==> config.mk <==
export PLATFORM = sky130hd
export DESIGN_NAME = prom_reader
export DESIGN_NICKNAME = d
export VERILOG_FILES = /design/src/rtl/prom_reader_pkg.sv /design/src/rtl/prom_step_cnt.sv /design/src/rtl/prom_float_guard.sv /design/src/rtl/prom_reader.sv
export SDC_FILE = /design/constraint.sdc
export NUM_CORES = 1
export LEC_CHECK = 0
export CAP_MARGIN = 30
export CORE_MARGIN = 2
export CORE_UTILIZATION = 47
export CTS_CLUSTER_DIAMETER = 60
export DETAILED_ROUTE_END_ITERATION = 8
export GPL_ROUTABILITY_DRIVEN = 1
export GPL_TIMING_DRIVEN = 0
export PLACE_DENSITY = 0.95
export SKIP_CTS_REPAIR_TIMING = 1
export SYNTH_ARGS = -nofsm -noshare
export SYNTH_HDL_FRONTEND = slang
export SYNTH_SLANG_ARGS = --single-unit
==> constraint.sdc <==
create_clock -name clk -period 3.15 [get_ports clk]
set_input_delay 0.63 -clock clk [delete_from_list [all_inputs] [get_ports clk]]
set_output_delay 0.63 -clock clk [all_outputs]
set_load 0.05 [all_outputs]
==> src/rtl/prom_reader_pkg.sv <==
`timescale 1ns/1ps
package prom_reader_pkg;

  typedef enum logic [1:0] {
    ST_IDLE   = 2'd0,
    ST_SETUP  = 2'd1,
    ST_ACCESS = 2'd2
  } rd_state_e;

  // ceiling division used to turn nanosecond limits into clock counts
  function automatic int cdiv(input int num, input int den);
    return (num + den - 1) / den;
  endfunction

  function automatic int imax(input int a, input int b);
    return (a > b) ? a : b;
  endfunction

endpackage

==> src/rtl/prom_step_cnt.sv <==
`timescale 1ns/1ps
// Up-counter with synchronous clear and explicit count enable.
module prom_step_cnt #(
  parameter int W = 4
) (
  input  logic         clk,
  input  logic         rst_n,
  input  logic         clr,
  input  logic         en,
  output logic [W-1:0] q
);

  logic [W-1:0] q_d;

  always_comb begin
    q_d = q;
    if (clr)     q_d = '0;
    else if (en) q_d = q + 1'b1;
  end

  always_ff @(posedge clk or negedge rst_n) begin
    if (!rst_n)         q <= '0;
    else if (clr || en) q <= q_d;
  end

endmodule

==> src/rtl/prom_float_guard.sv <==
`timescale 1ns/1ps
// Reloads whenever the ROM may be driving D15, then counts down.
// clear = the pin has had long enough to float.
module prom_float_guard #(
  parameter int N = 3,
  parameter int W = 2
) (
  input  logic clk,
  input  logic rst_n,
  input  logic load,
  output logic clear
);

  logic [W-1:0] left_q, left_d;

  always_comb begin
    left_d = left_q;
    if (load)               left_d = W'(N);
    else if (left_q != '0)  left_d = left_q - 1'b1;
  end

  always_ff @(posedge clk or negedge rst_n) begin
    if (!rst_n) left_q <= '0;
    else        left_q <= left_d;
  end

  assign clear = (left_q == '0);

endmodule

==> src/rtl/prom_reader.sv <==
`timescale 1ns/1ps
module prom_reader
  import prom_reader_pkg::*;
#(
  parameter int CLK_PERIOD_NS = 20,
  parameter int T_ACC_NS      = 150,
  parameter int T_OE_NS       = 50,
  parameter int T_CYC_NS      = 150,
  parameter int T_FLT_NS      = 50,
  parameter int T_BFLT_NS     = 30,
  parameter int AW            = 20,
  parameter int DW            = 16
) (
  input  logic          clk,
  input  logic          rst_n,
  input  logic          req,
  input  logic          req_byte,
  input  logic [AW:0]   req_addr,
  output logic          ready,
  output logic [DW-1:0] rdata,
  output logic          rvalid,
  output logic          rom_ce_n,
  output logic          rom_oe_n,
  output logic          rom_word,
  output logic [AW-1:0] rom_addr,
  output logic          rom_d15_out,
  output logic          rom_d15_oe,
  input  logic [DW-1:0] rom_d_in
);

  localparam int ACC_CYC = imax(imax(cdiv(T_ACC_NS, CLK_PERIOD_NS), cdiv(T_OE_NS, CLK_PERIOD_NS)),
                                imax(cdiv(T_CYC_NS, CLK_PERIOD_NS), 2));
  localparam int FLT_CYC = imax(imax(cdiv(T_FLT_NS, CLK_PERIOD_NS), cdiv(T_BFLT_NS, CLK_PERIOD_NS)), 1);
  localparam int CW      = $clog2(ACC_CYC + 1);
  localparam int GW      = $clog2(FLT_CYC + 1);
  localparam int BW      = DW / 2;

  rd_state_e     st_q, st_d;
  logic [CW-1:0] cnt;
  logic          cnt_clr, cnt_en, cnt_done;
  logic          flt_clear, drv_now, accept, go_setup, capture;
  logic          ce_n_d, oe_n_d, word_d, d15_d, d15_oe_d;
  logic [AW-1:0] addr_d;
  logic [DW-1:0] cap_data;

  // ROM may be driving its D15 pin this cycle
  assign drv_now  = !rom_ce_n && !rom_oe_n && rom_word;
  assign cnt_done = (st_q == ST_ACCESS) && (cnt == CW'(ACC_CYC - 1));
  assign ready    = (st_q == ST_IDLE) || cnt_done;
  assign accept   = req && ready;
  assign go_setup = req_byte && (drv_now || !flt_clear);
  assign capture  = cnt_done;
  assign cnt_en   = (st_q == ST_ACCESS) && !cnt_done;

  prom_step_cnt #(.W(CW)) u_timer (
    .clk  (clk),
    .rst_n(rst_n),
    .clr  (cnt_clr),
    .en   (cnt_en),
    .q    (cnt)
  );

  prom_float_guard #(.N(FLT_CYC), .W(GW)) u_guard (
    .clk  (clk),
    .rst_n(rst_n),
    .load (drv_now),
    .clear(flt_clear)
  );

  // next-state and next-output logic
  always_comb begin
    st_d     = st_q;
    ce_n_d   = rom_ce_n;
    oe_n_d   = rom_oe_n;
    word_d   = rom_word;
    addr_d   = rom_addr;
    d15_d    = rom_d15_out;
    d15_oe_d = rom_d15_oe;
    cnt_clr  = 1'b0;

    case (st_q)
      ST_SETUP: begin
        if (flt_clear) begin
          st_d     = ST_ACCESS;
          ce_n_d   = 1'b0;
          oe_n_d   = 1'b0;
          d15_oe_d = 1'b1;
          cnt_clr  = 1'b1;
        end
      end
      ST_ACCESS: begin
        if (cnt_done) begin
          st_d     = ST_IDLE;
          ce_n_d   = 1'b1;
          oe_n_d   = 1'b1;
          d15_oe_d = 1'b0;
        end
      end
      default: ;
    endcase

    if (accept) begin
      word_d  = !req_byte;
      addr_d  = req_byte ? req_addr[AW:1] : req_addr[AW-1:0];
      d15_d   = req_byte & req_addr[0];
      cnt_clr = 1'b1;
      if (go_setup) begin
        st_d     = ST_SETUP;
        ce_n_d   = 1'b1;
        oe_n_d   = 1'b1;
        d15_oe_d = 1'b0;
      end else begin
        st_d     = ST_ACCESS;
        ce_n_d   = 1'b0;
        oe_n_d   = 1'b0;
        d15_oe_d = req_byte;
      end
    end
  end

  assign cap_data = rom_word ? rom_d_in : {{(DW-BW){1'b0}}, rom_d_in[BW-1:0]};

  // control and pin registers
  always_ff @(posedge clk or negedge rst_n) begin
    if (!rst_n) begin
      st_q        <= ST_IDLE;
      rom_ce_n    <= 1'b1;
      rom_oe_n    <= 1'b1;
      rom_word    <= 1'b1;
      rom_addr    <= '0;
      rom_d15_out <= 1'b0;
      rom_d15_oe  <= 1'b0;
      rvalid      <= 1'b0;
    end else begin
      st_q        <= st_d;
      rom_ce_n    <= ce_n_d;
      rom_oe_n    <= oe_n_d;
      rom_word    <= word_d;
      rom_addr    <= addr_d;
      rom_d15_out <= d15_d;
      rom_d15_oe  <= d15_oe_d;
      rvalid      <= capture;
    end
  end

  // result register, enabled only on capture
  always_ff @(posedge clk or negedge rst_n) begin
    if (!rst_n)       rdata <= '0;
    else if (capture) rdata <= cap_data;
  end

endmodule

# == After elaboration in Yosys (flattened, before gate mapping) ==
# Cells that the tools add are included.
# word_totals
latchBits,0
word_cells,62
mem_bits_rw,0
mem_count,0
in_bits,41
ff_bits,49
mem_bits_ro,0
# classes
n_mul,0
shifts,0
n_lt_le_gt_ge,0
bitwise,1
reduce_logical,20
n_addsub,2
div_mod_pow,0
mux,24
n_eq_ne,5
# op_table
cell,n
20-bit 2-to-1 mux,1
16-bit 2-to-1 mux,1
2-bit 2-to-1 mux,6
1-bit 2-to-1 mux,11
4-bit 2-to-1 mux,2
"3-bit != test, second input constant",2
2-bit nonzero test,3
1-bit logical AND,5
"4-bit by 1-bit adder with 4-bit output, second input constant",1
"4-bit by 3-bit == test with 1-bit output, second input constant",1
1-bit zero test,4
2-bit zero test,2
1-bit one-hot mux with 2 select lines,2
2-bit one-hot mux with 2 select lines,1
1-bit logical OR,3
3-bit AND reduction,1
3-bit nonzero test,1
"2-bit by 1-bit == test with 1-bit output, second input constant",1
"2-bit == test, second input constant",1
2-bit AND reduction,1
"2-bit by 1-bit subtractor with 2-bit output, second input constant",1
1-bit AND,1

# == Depth between registers and ports, before layout ==
# depth
ltp_word,7
ltp_mapped,7

# == Modules after synthesis ==
# Synthesis repeated with hierarchy kept, for this count alone.
# unflattened
hier_cells,224
hier_area_um2,2238.4
# modules_own_cells
module,cells_each,n_inst,area_each_um2
prom_reader,199,1,1948.1
prom_step_cnt,16,1,192.7
prom_float_guard,9,1,97.6

# == Worst setup path after synthesis ==
# No wires, ideal clock.
# synth_path
path_type,flip-flop to output port
start,register u_timer.q[0]
end,output port ready
arrival_ps,1593
path_slack_ps,927
path_stages_with_launch,4
required_ps,2520
path_buffers,0
cell_sequence,dfrtp_1 > ha_1 > nand3b_4 > a21oi_1
# synth_between
elab_chain_cells,3
# synth_lines
element,line,text
"start, declared",prom_step_cnt.sv:10,output logic [W-1:0] q
"start signal, assigned",prom_step_cnt.sv:23,else if (clr || en) q <= q_d;
4-bit by 3-bit == test with 1-bit output,prom_reader.sv:48,assign cnt_done = (st_q == ST_ACCESS) && (cnt == CW'(ACC_CYC - 1));
1-bit logical AND,prom_reader.sv:48,
1-bit logical OR,prom_reader.sv:49,assign ready = (st_q == ST_IDLE) || cnt_done;
"end, declared",prom_reader.sv:19,"output logic ready,"
# No other way between the ends.

# == Worst setup path in the final report ==
# Same ends and word-level chain as after synthesis.

==> key figures <==
CTS
  – Root buf cell: clkbuf_8
  – Sink Count: 49
  – Clk slew on worst S/H paths: 0.08 ns
  – Clock tree buffer depth: 2
  – CTS Buf Count: 5
  – CTS tree: yes
  – H-tree depth: 2
  – Worst-Skew Late Latency: 0.29 ns

Global routing
  – First-pass GRT wire length: 8376 µm
  – GRT busiest layer: met2
  – Met1 global-route usage: 0.2557
  – Grt met2 use: 0.3486
  – Met3 Usage GRT: 0.06389
  – Initial antenna violation count: 0
  – Total GRT Usage: 0.2011
  – Grt ovf: 0
  – Largest net degree at the start of global routing: 30
  – Vias in the first global route: 1848

Floorplanning
  – Core Area: 0.004444 mm²
  – Site row count: 24
  – # IOs: 84
  – DIE AREA: 0.005249 mm²
  – Die Height: 72.45 µm
  – Initial core utilization: 0.4955
  – Die Wd: 72.45 µm

Synthesis
  – Yosys warns: 0
  – Area contributors post-synth: dfrtp_1 53%, mux2i_1 9.1%, a21oi_1 5.7%
  – Area share of the largest cell type after synthesis: 0.5341
  – Syn_area_per_cell: 10.54 µm²
  – FF+latch count, synth: 49
  – Synth Instances: 209
  – Post-synth net total: 252
  – Cell variety after synth: 31
  – Syn Std Cell Area: 0.002202 mm²
  – Cell taking the most area after synthesis: dfrtp_1
  – Sequential cell area fraction in the yosys report: 0.5580

STA
  – Clk_skew: 0.006801 ns
  – Fin crit period: 2.859 ns
  – Slew Viols, Final: 0
  – Fmax: 349.8 MHz
  – Slew of the pin with the lowest slew margin: 0.6944 ns
  – RSZ-0062 raised after global routing: no
  – Period Utilization, post-route: 0.9076
  – Final hold violation count: 0
  – Final setup TNS: 0 ns
  – Worst relative slew slack: 0.5371
  – Final setup viols: 0

Flow run
  – Max-cap violations: 0

Pwr
  – Pwr/cell area: 409.7 mW/mm²
  – Total power: 1.301 mW
  – VDD IR max: 0.0002226 V
  – P_leak: 1.415 nW

Worst setup path
  – CP endpoint kind: primary output
  – Crit-path max FO: 7
  – Nature of the critical path startpoint: flip-flop
  – Critical path arrival: 2.23 ns
  – Worst EP required: 2.52 ns
  – Kind of critical path: flip-flop to primary output

Detailed routing
  – Drt pass-1 iters: 4
  – Antenna-violating nets left: 0
  – DRT Wirelength: 5023 µm
  – Avg WL per Cell: 14.31 µm
  – DR vias: 1801
  – Via density: 5.131
  – DRT iter0 DRCs: 78
  – DRC violations left: 0

Placed design
  – RD Place Congestion: 0.7773
  – DP HPWL: 3789 µm
  – Area post-placement: 0.003093 mm²
  – Port Buf Inserts: 81

Layout
  – Ratio of cells with drive above 1 in the final layout: 0.09365
  – Antenna cell count: 0
  – Commonest non-fill, non-tap cells in the layout: 80 x clkdlybuf4s50_1, 47 x dfrtp_1, 28 x nor2_1
  – Design area: 0.003176 mm²
  – Commonest non-fill, non-tap cell in the layout: clkdlybuf4s50_1
  – NumNets Final: 341
  – FILL cells: 354
  – P&R area growth vs syn: 44.20%

Min path
  – Hold Path Class: input port to async pin

Status
  – Outcome: complete, no violations
-- synthesized netlist by cell type --
| master | count |
|---|---|
| a21bo_2 | 1 |
| a21oi_1 | 25 |
| a22o_1 | 1 |
| a22oi_1 | 1 |
| a2bb2oi_1 | 1 |
| a41oi_1 | 1 |
| and3_1 | 1 |
| and4_1 | 1 |
| buf_2 | 5 |
| buf_4 | 1 |
| buf_6 | 1 |
| clkbuf_1 | 8 |
| dfrtp_1 | 47 |
| dfstp_2 | 2 |
| ha_1 | 2 |
| inv_1 | 4 |
| mux2_2 | 5 |
| mux2_4 | 3 |
| mux2i_1 | 20 |
| nand2_1 | 23 |
| nand2b_1 | 4 |
| nand3_1 | 3 |
| nand3b_4 | 1 |
| nor2_1 | 28 |
| nor2b_1 | 1 |
| nor3_1 | 2 |
| o211ai_1 | 1 |
| o21ai_0 | 11 |
| o22a_1 | 1 |
| or3b_1 | 1 |
| xor2_1 | 3 |
-- state kept, by name, indices dropped and copies added (netlist names) --
| name | flops |
|---|---|
| rom_word | 1 |
| rom_d15_oe | 1 |
| u_guard.left_q | 2 |
| rom_oe_n | 1 |
| rvalid | 1 |
| u_timer.q | 4 |
| rdata | 16 |
| rom_addr | 20 |
| rom_d15_out | 1 |
| st_q | 2 |
-- per-stage QoR --
stage / hold slack [ns] / cells / setup slack, ns / util
floorplan: 0.3344 / 209 / 0.9267 / -
global placement: 0.4601 / 342 / 0.07963 / 0.6926
detailed placement: 0.4718 / 343 / 0.5933 / 0.6959
CTS: 0.3024 / 351 / 0.2724 / 0.7145
global route: 0.3121 / 351 / 0.1983 / 0.7145
finish: 0.2969 / 351 / 0.2910 / 0.7145
-- worst max-delay path: stages (launching register included) --
cell and delay [ns]:
dfrtp_1 0.39, ha_1 0.24, nand3b_4 0.13, a21oi_1 0.32
clkdlybuf4s50_1 0.87
-- cells by family after synthesis --
family          Yosys count  synth area share
fa+ha+maj                 2           0.01136
flops                    49            0.5580
mux                      28            0.1369
xor+xnor                  3           0.01193
simple gates             65            0.1324
buf+inv                  19           0.04034
compound gates           43            0.1091
-- final timing paths --
check,start,to,slack [ns],cells after the start
worst min register to register,rdata[8],rdata[8],0.49,2
max in group asynchronous,rst_n,rom_word,2.27,2
worst max-delay path,u_timer.q[0],ready,0.29,4
worst max register to register,u_timer.q[0],rom_addr[11],1.22,5
min in group clk,rdata[8],rdata[8],0.49,2
worst min-delay path,rst_n,u_timer.q[2],0.30,1
-- layer usage --
layer / vias up / wire length, µm
li1: 884 / -
met1: 847 / 2144
met2: 68 / 2503
met3: 2 / 368
met4: 0 / 7
met5: - / 0
-- layout make-up --
type	instances	area (µm²)	area share
Clock buffer	6	72.57	0.02285
Timing Repair Buffer	82	825.8	0.2600
Sequential cell	49	1229	0.3869
Buffer	15	73.82	0.02325
Clock inverter	2	10.01	0.003152
Inverter	4	15.01	0.004728
Tap cell	52	65.06	0.02049
Multi-Input combinational cell	141	884.6	0.2786
-- report_power, final --
group	internal [mW]	total (mW)	switching [mW]	leakage, nW
sequential	0.657	0.675	0.0173	0.559
combinational	0.119	0.277	0.158	0.812
clock	0.154	0.350	0.196	0.0450
total	0.931	1.30	0.370	1.42
(Power assumes the default switching activity.)
